`config.mk`:
```
export PLATFORM = sky130hd
export DESIGN_NAME = supervisor_seq
export DESIGN_NICKNAME = d
export VERILOG_FILES = /design/src/rtl/supervisor_seq.sv
export SDC_FILE = /design/constraint.sdc
export NUM_CORES = 1
export LEC_CHECK = 0
export BUFFER_PORTS_ARGS = -buffer_cell sky130_fd_sc_hd__buf_2
export CORE_MARGIN = 2
export CORE_UTILIZATION = 40
export DETAILED_ROUTE_END_ITERATION = 6
export PLACE_DENSITY = 0.66
export SLEW_MARGIN = 30
export SYNTH_ARGS = -nofsm -noshare
export SYNTH_HDL_FRONTEND = slang
export SYNTH_SLANG_ARGS = --single-unit
export TNS_END_PERCENT = 30
```
`constraint.sdc`:
```
create_clock -name clk -period 3.8 [get_ports clk]
set_input_delay 0.19 -clock clk [delete_from_list [all_inputs] [get_ports clk]]
set_output_delay 0.19 -clock clk [all_outputs]
set_load 0.05 [all_outputs]
```
`src/rtl/supervisor_seq.sv`:
```
module supervisor_seq #(
  parameter int CNT_W = 16,
  parameter int KICK_MIN = 2,
  parameter int MR_MIN = 4,
  parameter bit EN_ACTIVE_HIGH = 1'b1
) (
  input  logic             clk,
  input  logic             arst_n,
  input  logic             supply_ok,
  input  logic             mr_n,
  input  logic             kick,
  input  logic             wd_en,
  input  logic [CNT_W-1:0] base_period,
  output logic             rst_out_n
);

  localparam int KW = $clog2(KICK_MIN + 1);
  localparam int MW = $clog2(MR_MIN + 1);
  localparam bit EN_OFF = ~EN_ACTIVE_HIGH;

  typedef enum logic [1:0] {S_LONG, S_RUN, S_SHORT} seq_t;

  logic [1:0] kick_q, mr_q, en_q;
  logic [KW-1:0] kick_run;
  logic [MW-1:0] mr_run;
  logic kick_evt, mr_hold, wd_on;
  logic [CNT_W-1:0] per_eff, short_raw, short_eff, tmr;
  seq_t state;

  always_ff @(posedge clk or negedge arst_n) begin
    if (!arst_n) begin
      kick_q <= 2'b00;
      mr_q   <= 2'b11;
      en_q   <= {EN_OFF, EN_OFF};
    end else begin
      kick_q <= {kick_q[0], kick};
      mr_q   <= {mr_q[0], mr_n};
      en_q   <= {en_q[0], wd_en};
    end
  end

  assign kick_evt = kick_q[1] && (kick_run == KW'(KICK_MIN - 1));
  assign mr_hold  = (mr_run == MW'(MR_MIN));
  assign wd_on    = (en_q[1] == EN_ACTIVE_HIGH);

  always_ff @(posedge clk or negedge arst_n) begin
    if (!arst_n) kick_run <= '0;
    else if (!kick_q[1]) kick_run <= '0;
    else if (kick_run != KW'(KICK_MIN)) kick_run <= kick_run + 1'b1;
  end

  always_ff @(posedge clk or negedge arst_n) begin
    if (!arst_n) mr_run <= '0;
    else if (mr_q[1]) mr_run <= '0;
    else if (!mr_hold) mr_run <= mr_run + 1'b1;
  end

  assign per_eff   = (base_period == '0) ? CNT_W'(1) : base_period;
  assign short_raw = per_eff / CNT_W'(10);
  assign short_eff = (short_raw == '0) ? CNT_W'(1) : short_raw;

  always_ff @(posedge clk or negedge arst_n) begin
    if (!arst_n) begin
      state <= S_LONG;
      tmr   <= '0;
    end else if (!supply_ok || mr_hold) begin
      state <= S_LONG;
      tmr   <= '0;
    end else begin
      case (state)
        S_LONG:
          if (tmr >= per_eff - 1'b1) begin
            state <= S_RUN;
            tmr   <= '0;
          end else tmr <= tmr + 1'b1;
        S_RUN:
          if (!wd_on || kick_evt) tmr <= '0;
          else if (tmr >= per_eff - 1'b1) begin
            state <= S_SHORT;
            tmr   <= '0;
          end else tmr <= tmr + 1'b1;
        S_SHORT:
          if (tmr >= short_eff - 1'b1) begin
            state <= S_RUN;
            tmr   <= '0;
          end else tmr <= tmr + 1'b1;
        default: begin
          state <= S_LONG;
          tmr   <= '0;
        end
      endcase
    end
  end

  assign rst_out_n = (state == S_RUN) && supply_ok && !mr_hold;

endmodule

```
After elaboration in Yosys (flattened, before gate mapping) --
Cells that the tools add are included.
Cells by class: $mul 0, $lt $le $gt $ge 2, eq/ne operators 11, shifts and indexed selects 0, bitwise gates (word level) 0, add/subtract/negate cells 5, reduce and logical (&&, ||, !) cells 12, divide/modulo/power cells 1, mux-type cells 17
Operators with widths (count):
- 2-to-1 mux 16 bit | 6
- case mux 16 bit (3 select lines) | 1
- greater-or-equal comparator 16 bit | 2
- zero test 16 bit | 2
- subtractor 16 x 1 -> 16 bit (second input constant) | 2
- adder 16 x 1 -> 16 bit (second input constant) | 1
- divider 16 x 4 -> 16 bit (second input constant) | 1
- 2-to-1 mux 2 bit | 7
- != test 3 bit (second input constant) | 4
- 2-to-1 mux 3 bit | 2
- case mux 2 bit (3 select lines) | 1
- equality test 2 x 1 -> 1 bit (second input constant) | 2
- != test 2 bit (second input constant) | 2
- AND reduction 4 bit | 1
- adder 3 x 1 -> 3 bit (second input constant) | 1
- equality test 3 bit (second input constant) | 1
- logical AND 1 bit | 3
- zero test 1 bit | 3
- adder 2 x 1 -> 2 bit (second input constant) | 1
- equality test 2 bit (second input constant) | 1
- zero test 2 bit | 1
- logical OR 1 bit | 2
- != test 2 x 1 -> 1 bit (second input constant) | 1
Word-level totals: logic and storage cells 55, latch bits 0, memory bits (read-only) 0, RAM bits 0, memories 0, input bits 22, flip-flop bits (word level) 29

Logic depth before layout (Yosys ltp) --
Gate-level depths: netlist of the first run.
depth after elaboration 10, depth in mapped cells 35, gate-level depth less buffers 29

Worst setup path before layout of the first run --
Ideal clock, no wire load.
path type input -> register, from input port base_period[14], to register tmr[10], arrival 6567 ps, buffers on the path 3, stages 31, setup time 72 ps, slack -2839 ps, path through buf_2 -> buf_2 -> and4b_1 -> a211oi_1 -> nand3_1 -> a21oi_2 -> nor3_1 -> a2111oi_4 -> nand2_1 -> a22oi_2 -> nor3_1 -> or4b_1 -> and2_1 -> a211o_1 -> a31oi_1 -> ha_1 -> ha_1 -> a21o_1 -> a21o_1 -> a21o_1 -> a21o_1 -> a21o_1 -> a21o_1 -> a21o_1 -> a21o_1 -> a211oi_1 -> o21ai_0 -> nand2_1 -> o2111ai_1 -> clkbuf_1 -> nor2_1
Between the ends: cells in the longest elaborated chain, start to end 10, elaborated cells between the ends (all ways) 14
RTL lines:
- start: declaration | line 13 | input logic [CNT_W-1:0] base_period,
- zero test 16 bit | line 58 | assign per_eff = (base_period == '0) ? CNT_W'(1) : base_period;
- 2-to-1 mux 16 bit * | line 58
- divider 16 x 4 -> 16 bit | line 59 | assign short_raw = per_eff / CNT_W'(10);
- zero test 16 bit | line 60 | assign short_eff = (short_raw == '0) ? CNT_W'(1) : short_raw;
- 2-to-1 mux 16 bit | line 60
- subtractor 16 x 1 -> 16 bit | line 83 | if (tmr >= short_eff - 1'b1) begin
- greater-or-equal comparator 16 bit | line 83
- 2-to-1 mux 16 bit | line 83
- case mux 16 bit (3 select lines) * | line 70 | case (state)
- 2-to-1 mux 16 bit * | line 66 | end else if (!supply_ok || mr_hold) begin
- end signal: assignment | line 75 | end else tmr <= tmr + 1'b1;
- end signal: assignment | line 81 | end else tmr <= tmr + 1'b1;
- end signal: assignment | line 86 | end else tmr <= tmr + 1'b1;
- end: declaration | line 27 | logic [CNT_W-1:0] per_eff, short_raw, short_eff, tmr;
Every way passes the cells marked *; elsewhere a longest branch is shown, timed or not. A chain may end at the register's enable or synchronous reset.

Final worst setup path of the first run --
from input port base_period[11], to register tmr[6]
The elaborated chain is that of the path after synthesis.

==> results of run 1 <==
-- metal layers --
metal,track usage [%],part of all wire (%)
met1,34.1,45
met2,42.0,49
met3,3.29,5.1
met4,4.55,1.3
met5,0,0
-- cells by family after synthesis --
| family | after synthesis | synth area share, % |
|---|---|---|
| other cells | 1 | 0.0831 |
| fa+ha+maj | 44 | 12.0 |
| mux | 1 | 0.250 |
| compound gates | 177 | 29.2 |
| xor+xnor | 40 | 7.77 |
| buf+inv | 60 | 6.35 |
| simple gates | 253 | 28.1 |
| flops | 29 | 16.1 |
-- cell type report --
class / count / share of cell area [%]
tap: 140 / 2.63
multi-input combinational: 518 / 58.5
timing repair buffer: 211 / 24.4
inverter: 22 / 1.30
clock buffer: 8 / 2.20
sequential: 29 / 10.9
-- what timing repair did --
item	in CTS	in global routing
resized for setup	59	30
gates cloned	1	0
endpoints found under the hold margin	27	0
buffers inserted	11	10
endpoints found under the setup margin	18	18
pin swaps	40	35
hold buffers	1	0
-- critical path, delay by kind of cell --
kind                       cells  cell delay [ns]
buffers and inverters          5             0.73
adders and majority gates      2             0.53
and+or+nand+nor                7             1.40
AOI/OAI and AO/OA             19             3.56
-- final timing paths --
check                      cells past startpoint           to            start
max                                           33       tmr[6]  base_period[11]
min                                            1      mr_q[0]             mr_n
max reg2reg                                   17       tmr[6]           tmr[0]
min reg2reg                                    0    kick_q[1]        kick_q[0]
max in group asynchronous                      2  kick_run[1]           arst_n
min in group asynchronous                      2      tmr[11]           arst_n
-- through the flow --
step / setup TNS [ns] / util, % / hold WS, ns / std cells
after floorplan: -42.19 / - / -0.106 / 606
after global placement: -51.11 / 54.5 / 0.228 / 898
after detailed placement: -54.31 / 54.5 / 0.242 / 898
after CTS: -43.82 / 59.2 / 0.0185 / 919
after global routing: -48.22 / 60.9 / 0.0113 / 928
final: -43.23 / 60.9 / 0.0176 / 928
-- flip-flops by register name, indices dropped and copies added, names as in the netlist --
signal,cells
tmr,16
mr_run,3
en_q,2
kick_q,2
kick_run,2
mr_q,2
state,2
-- layout by cell type (no fill, tap or decap), types with 8 or more instances in the layout --
| master | netlist | routed |
|---|---|---|
| dfrtp_1 | 27 | 27 |
| buf_4 | 2 | 181 |
| nor3_1 | 26 | 20 |
| inv_1 | 21 | 20 |
| xor2_1 | 16 | 15 |
| nand3_1 | 26 | 24 |
| a21o_1 | 18 | 17 |
| ha_1 | 41 | 41 |
| a21oi_1 | 24 | 20 |
| nand2b_1 | 9 | 9 |
| o21ai_0 | 26 | 19 |
| buf_6 | 4 | 8 |
| o21ai_1 | 4 | 8 |
| nor2_1 | 71 | 65 |
| xnor2_1 | 24 | 23 |
| buf_2 | 9 | 16 |
| nand2_1 | 52 | 48 |
-- report_power, final --
part           total (W)  switching [W]  leakage (nW)  internal [W]
logic            0.00121       0.000597          2.61      0.000613
registers       0.000348      0.0000186         0.382      0.000329
clock network   0.000386       0.000126        0.0712      0.000260
==> summary.txt, run 1 <==
Clock network
  – Clock buffer count from CTS: 5
  – CTS Sinks: 29
  – CTS tree: done
  – Clk root buf: clkbuf_16
  – Clk Latency, worst-skew pair: 0.28 ns
  – CTS clk-pin slew, worst paths: 0.05 ns
  – Clock Tree Buf Depth: 2
  – H-Tree Depth: 2

Synthesis
  – Top-area cell type share of the netlist area: 15.0%
  – Commonest cells post-synth: nor2_1 (71), nand2_1 (52), ha_1 (41), dfrtp_1 (27)
  – Cell with the most instances after synthesis: nor2_1
  – EDFF count, synth: 0
  – Area leader, netlist: dfrtp_1
  – Seq/Total Area, Yosys: 16.1%
  – Mapped cell area: 4510 sq um
  – Synth top area cells: dfrtp_1 (15%), ha_1 (11%), nor2_1 (5.9%), xnor2_1 (4.7%), nand2_1 (4.3%)
  – Syn. warnings: 0
  – Main flop type after synthesis: dfrtp_1
  – Yosys reg bits: 29
  – Fraction of registers with async set/reset: 100%
  – Count of mapped cells out of synthesis: 605
  – Yosys cell types: 86
  – Synthesized area per cell: 7.46 sq um

STA
  – Crit path time final: 6.24 ns
  – Normalized max-slew margin: 51.7%
  – Fmax: 160 MHz
  – Final setup viols: 18
  – Final worst path period share: 164%
  – Worst Skew: 0.00983 ns
  – Max-slew violation count: 0
  – Hold Violations, Final: 0
  – RSZ-0062 raised after global routing: yes
  – PnR worst setup slack: -2.44 ns
  – Slew @ Worst Pin: 0.716 ns

Pwr
  – Peak VDD IR: 0.212 mV
  – PwrDens: 292 nW/um^2
  – Lkg Pwr: 3.06 nW
  – Total Power: 0.00194 W

Setup path
  – Startpoint Class: input port
  – Crit Path Class: in2reg
  – Crit path DAT: 6.44 ns
  – Reg2reg setup slack: 0.29 ns
  – Slowest stage delay, CP: 0.40 ns
  – Max Fanout on Critical Path: 8
  – Max stage delay cell, worst path: a311o_2
  – CP Capture Type: flop
  – Required time worst endpoint: 4.00 ns
  – Crit-path most repeated cell: a21o_1

Route
  – Via count: 5504
  – Post-Route WL: 15100 um
  – Detail Route Antenna Nets: 0
  – Post-DR wirelength/cell: 16.2 um
  – Number of DRC markers in iteration 0: 429
  – DRC Markers: 0
  – Drt via density: 5.93
  – 1st-pass router iterations: 5

Run status
  – Status: complete, but fails checks
  – Failing checks: setup timing

Layout
  – Area growth syn-to-layout: 47.7%
  – Nets: 850
  – Antenna Cells: 0
  – Area of the multi-input gates: 3900 sq um
  – Register Area: 728 sq um
  – Fill count: 964
  – Share of layout cells above drive strength 1: 38.7%
  – Post-route cell area: 6660 sq um

Die
  – I/O pin total: 23
  – Initial Utilization: 41.2%
  – Core area: 10900 sq um
  – Die Area: 12100 sq um
  – Row cnt: 38
  – Chip Width: 110 um
  – Chip height: 110 um

GRT
  – Total track usage: 24.8%
  – Initial antenna violation count: 0
  – Vias in the first global route: 5234
  – First-pass GRT wire length: 24700 um
  – Pin count of the biggest net entering global routing: 30
  – Gr ovfl total: 0

Placed design
  – Setup WS pre-CTS: -3.05 ns
  – RePlAce Congestion: 0.959
  – DP Area: 5960 sq um
  – Final HPWL DP: 11100 um
  – Port Buffers: 22

Worst hold path
  – Min-Delay Path Class: in2reg

Run
  – # Max-Cap Violations: 0
Power figures use the tool's default switching activity.
==> run 2, diff against run 1 <==
--- a/config.mk
+++ b/config.mk
@@ -10,6 +10,7 @@
 export CORE_UTILIZATION = 40
 export DETAILED_ROUTE_END_ITERATION = 6
 export PLACE_DENSITY = 0.66
+export SKIP_LAST_GASP = 1
 export SLEW_MARGIN = 30
 export SYNTH_ARGS = -nofsm -noshare
 export SYNTH_HDL_FRONTEND = slang
==> summary.txt, run 2 (synthesis results as in run 1) <==
Setup path
  – Slowest stage delay, CP: 0.40 ns
  – Max Fanout on Critical Path: 8
  – Reg2reg setup slack: 0.30 ns
  – Crit-path most repeated cell: a21o_1
  – Max stage delay cell, worst path: a311o_2
  – Required time worst endpoint: 3.99 ns
  – R2R Path Start: tmr[0]
  – CP Launch Point: base_period[11]
  – Startpoint Class: input port
  – CP Capture Type: flop
  – Crit path DAT: 6.44 ns
  – Crit Path Class: in2reg

Die
  – Initial Utilization: 41.2%
  – Chip height: 110 um
  – Core area: 10900 sq um
  – Chip Width: 110 um
  – I/O pin total: 23
  – Row cnt: 38
  – Die Area: 12100 sq um

Placed design
  – RePlAce Congestion: 0.959
  – Final HPWL DP: 11100 um
  – Port Buffers: 22
  – DP Area: 5960 sq um

Layout
  – Post-route cell area: 6660 sq um
  – Largest registers: tmr x16, mr_run x3
  – Antenna Cells: 0
  – Biggest register: tmr
  – Nets: 850
  – Commonest non-fill, non-tap cell in the layout: buf_4
  – Area growth syn-to-layout: 47.7%
  – Max reg flops: 16
  – Fill count: 964
  – Most frequent cells in the layout: buf_4 (181), nor2_1 (65), nand2_1 (48)
  – Share of layout cells above drive strength 1: 38.7%

Clock network
  – Clk Latency, worst-skew pair: 0.27 ns
  – Clk root buf: clkbuf_16
  – H-Tree Depth: 2
  – Clock Tree Buf Depth: 2
  – Clock buffer count from CTS: 5
  – CTS tree: done
  – CTS Sinks: 29
  – CTS clk-pin slew, worst paths: 0.05 ns

STA
  – Fmax: 160 MHz
  – Worst Skew: 0.0105 ns
  – Normalized max-slew margin: 52.9%
  – Crit path time final: 6.25 ns
  – Max-slew violation count: 0
  – Hold Violations, Final: 0
  – Final worst path period share: 164%
  – PnR worst setup slack: -2.45 ns
  – Final Hold Slack: 0.0189 ns
  – Final setup viols: 18
  – Slew @ Worst Pin: 0.699 ns
  – RSZ-0062 raised after global routing: yes
  – Setup Total Neg Slack: -43.29 ns

GRT
  – Initial antenna violation count: 0
  – Total track usage: 24.8%
  – Vias in the first global route: 5232
  – Gr ovfl total: 0
  – Pin count of the biggest net entering global routing: 30
  – First-pass GRT wire length: 24800 um

Run status
  – Status: complete, but fails checks
  – Failing checks: setup timing

Route
  – Detail Route Antenna Nets: 0
  – Post-Route WL: 15100 um
  – Post-DR wirelength/cell: 16.3 um
  – DRC Markers: 0
  – Drt via density: 5.92
  – Number of DRC markers in iteration 0: 396
  – 1st-pass router iterations: 5
  – Via count: 5493

Pwr
  – Lkg Pwr: 3.06 nW
  – PwrDens: 292 nW/um^2
  – Peak VDD IR: 0.211 mV

Worst hold path
  – Min-Delay Path Class: in2reg
  – HP Start: mr_n

Run
  – # Max-Cap Violations: 0
[run 2: cell counts in the layout (fill, tap and decap cells not counted)]
Identical to the previous run, type by type.
[run 2: routing by layer]
metal  track usage [%]  share of wire [%]
met1              34.1                 45
met2              42.0                 49
met3              3.29                5.0
met4              4.55                1.2
met5                 0                  0
[run 2: worst paths after layout]
check,to,depth (start not counted)
max,tmr[6],33
min,mr_q[0],1
max reg2reg,tmr[6],17
min reg2reg,kick_q[1],0
max in group asynchronous,kick_run[1],2
min in group asynchronous,tmr[0],2
[run 2: power breakdown]
| group | internal (W) | switching [W] |
|---|---|---|
| registers | 0.000329 | 0.0000186 |
| clock network | 0.000260 | 0.000126 |
| logic | 0.000613 | 0.000598 |
[run 2: layout make-up]
cell class / instances / area, sq um / share of cell area, %
well taps: 140 / 175 / 2.63
inverters: 22 / 86.3 / 1.30
repair buffers: 211 / 1630 / 24.4
multi-input cells: 518 / 3900 / 58.5
flip-flops and latches: 29 / 728 / 10.9
clock buffers: 8 / 146 / 2.20
[run 2: timing repair]
action / CTS / global route
cloned: 1 / 0
buffers inserted: 11 / 10
hold endpoints to repair: 27 / 0
pin swaps: 39 / 35
resized for setup: 59 / 30
endpoints found under the setup margin: 18 / 18
hold buffers: 1 / 0
[run 2: critical path: cells and delay by family]
kind / cells / cell delay, ns
buffers and inverters: 5 / 0.73
adder cells (fa/ha/maj): 2 / 0.54
AO/OA/AOI/OAI: 19 / 3.57
AND/OR/NAND/NOR: 7 / 1.40
[run 2: per-stage QoR]
stage	setup WS, ns	total power (W)	util [%]	cells
after global routing	-2.73	0.00206	60.9	928
final	-2.45	0.00194	60.9	928
after CTS	-2.48	0.00187	59.2	919
after global placement	-2.86	0.00136	54.5	898
after detailed placement	-3.05	0.00139	54.5	898
after floorplan	-2.44	0.000958	-	606
==> run 3, diff against run 2 <==
--- a/config.mk
+++ b/config.mk
@@ -6,6 +6,7 @@
 export NUM_CORES = 1
 export LEC_CHECK = 0
 export BUFFER_PORTS_ARGS = -buffer_cell sky130_fd_sc_hd__buf_2
+export CAP_MARGIN = 30
 export CORE_MARGIN = 2
 export CORE_UTILIZATION = 40
 export DETAILED_ROUTE_END_ITERATION = 6
==> constraint.sdc (replaced) <==
create_clock -name clk -period 7.84 [get_ports clk]
set_input_delay 0.392 -clock clk [delete_from_list [all_inputs] [get_ports clk]]
set_output_delay 0.392 -clock clk [all_outputs]
set_load 0.05 [all_outputs]
==> summary.txt, run 3 (synthesis results as in run 1) <==
Placed design
  – Cells after DPL: 737
  – Final HPWL DP: 8930 um
  – DP Area: 4650 sq um
  – Port Buffers: 22
  – Setup WS pre-CTS: 0.110 ns
  – RePlAce Congestion: 1.00

Die
  – I/O pin total: 23
  – Core area: 10900 sq um
  – Die Area: 12100 sq um
  – Chip Width: 110 um
  – Initial Utilization: 41.2%
  – Chip height: 110 um
  – Row cnt: 38

STA
  – RSZ-0062 raised after global routing: no
  – Setup Total Neg Slack: 0 ns
  – Final Hold Slack: 0.145 ns
  – Fmax: 137 MHz
  – Hold Violations, Final: 0
  – PnR worst setup slack: 0.534 ns
  – Normalized max-slew margin: 53.3%
  – Crit path time final: 7.31 ns
  – Worst Skew: 0.00535 ns
  – Final worst path period share: 93.2%
  – Final setup viols: 0
  – Max-slew violation count: 0
  – Slew @ Worst Pin: 0.697 ns

GRT
  – Gr ovfl total: 0
  – Initial antenna violation count: 0
  – First-pass GRT wire length: 19900 um
  – Total track usage: 19.9%
  – Vias in the first global route: 4204
  – Pin count of the biggest net entering global routing: 30

Route
  – Via count: 4587
  – DRC Markers: 0
  – Post-Route WL: 11900 um
  – 1st-pass router iterations: 5
  – Detail Route Antenna Nets: 0
  – Post-DR wirelength/cell: 15.9 um
  – Number of DRC markers in iteration 0: 367
  – Drt via density: 6.14

Setup path
  – Slowest stage delay, CP: 0.62 ns
  – Crit-path most repeated cell: a21o_1
  – Crit Path Class: in2reg
  – Max Fanout on Critical Path: 24
  – CP bufs+invs: 2
  – Delay-heaviest family, CP: compound AO/OA/AOI/OAI gates
  – Startpoint Class: input port
  – Max stage delay cell, worst path: or4_1
  – Crit path DAT: 7.50 ns
  – Required time worst endpoint: 8.04 ns
  – CP Capture Type: flop

Layout
  – Finished Layout Cells: 747
  – Most frequent cells in the layout: nor2_1 (70), nand2_1 (52), ha_1 (41)
  – Antenna Cells: 0
  – Largest registers: tmr x16, mr_run x3
  – Share of layout cells above drive strength 1: 11.5%
  – Nets: 669
  – Commonest non-fill, non-tap cell in the layout: nor2_1
  – Post-route cell area: 4870 sq um
  – Area growth syn-to-layout: 7.93%
  – Biggest register: tmr
  – Max reg flops: 16

Clock network
  – CTS tree: done
  – Clk root buf: clkbuf_16
  – Clock Tree Buf Depth: 2
  – CTS clk-pin slew, worst paths: 0.05 ns
  – CTS Sinks: 29
  – Clock buffer count from CTS: 5
  – Clk Latency, worst-skew pair: 0.27 ns
  – H-Tree Depth: 2

Pwr
  – PwrDens: 152 nW/um^2
  – Lkg Pwr: 2.10 nW
  – Peak VDD IR: 0.0855 mV

Run
  – # Max-Cap Violations: 0

Run status
  – Status: complete, no violations

Worst hold path
  – Min-Delay Path Class: in2async
-- run 3: cell count changes in the layout (fill, tap and decap cells not counted), sizes merged --
cell	previous run	this run
dlygate4sd3	1	0
buf	210	26
clkinv	1	2
clkbuf	8	11
a2111oi	3	4
o2111ai	3	2
clkinvlp	1	0
inv	20	21
-- run 3: what timing repair did --
| item | 4_1_cts | 5_1_grt |
|---|---|---|
| endpoints found under the setup margin | 0 | 16 |
| hold endpoints to repair | 0 | 0 |
| setup buffers | 0 | 1 |
| hold buffers | 0 | 0 |
| gates resized for setup | 0 | 11 |
-- run 3: metal layers --
| layer | wire length [um] | global-route usage [%] | vias to the layer above |
|---|---|---|---|
| met5 | 0 | 0 | - |
| met4 | 134 | 3.39 | 0 |
| met3 | 718 | 2.47 | 16 |
| met2 | 5480 | 32.7 | 172 |
| met1 | 5570 | 28.3 | 2132 |
| li1 | - | - | 2267 |
-- run 3: path summary, 6_finish.rpt --
| check | startpoint | to | slack (ns) | cells after the start |
|---|---|---|---|---|
| min in group clk | mr_n | mr_q[0] | 0.23 | 1 |
| max reg2reg | tmr[0] | tmr[7] | 4.31 | 17 |
| max | base_period[10] | tmr[7] | 0.53 | 31 |
| min | arst_n | tmr[1] | 0.15 | 1 |
| max in group asynchronous | arst_n | tmr[10] | 7.27 | 1 |
| min reg2reg | kick_q[0] | kick_q[1] | 0.35 | 0 |
-- run 3: power breakdown --
group	switching (W)	internal, W
Combinational	0.000227	0.000149
Clock	0.0000620	0.000134
Sequential	0.00000903	0.000160
Total	0.000298	0.000442
-- run 3: area by class of cell --
class	count	area, sq um
fill	1135	6070
multi-input combinational	518	3540
sequential	29	728
timing repair buffer	30	180
tap	140	175
clock buffer	7	153
inverter	22	82.6
clock inverter	1	5.00
-- run 3: metrics by stage --
stage / utilization [%] / total power (W)
final: 44.5 / 0.000740
after global routing: 44.5 / 0.000790
after CTS: 43.9 / 0.000727
after detailed placement: 42.5 / 0.000528
after global placement: 42.5 / 0.000518
after floorplan: - / 0.000449
-- run 3: worst reg2reg max path: stages, from the launching register on --
cell and delay, ns:
dfrtp_1 0.41, inv_1 0.09, ha_1 0.29, nand2b_1 0.14, a21o_1 0.17, a21o_1 0.16
a21o_1 0.19, a21o_1 0.18, a21o_1 0.17, a21o_1 0.18, a21oi_1 0.14, nor2b_1 0.06
o21ai_0 0.15, a21oi_1 0.10, o41ai_1 0.52, o2111ai_1 0.17, buf_4 0.22, nor2_1 0.12
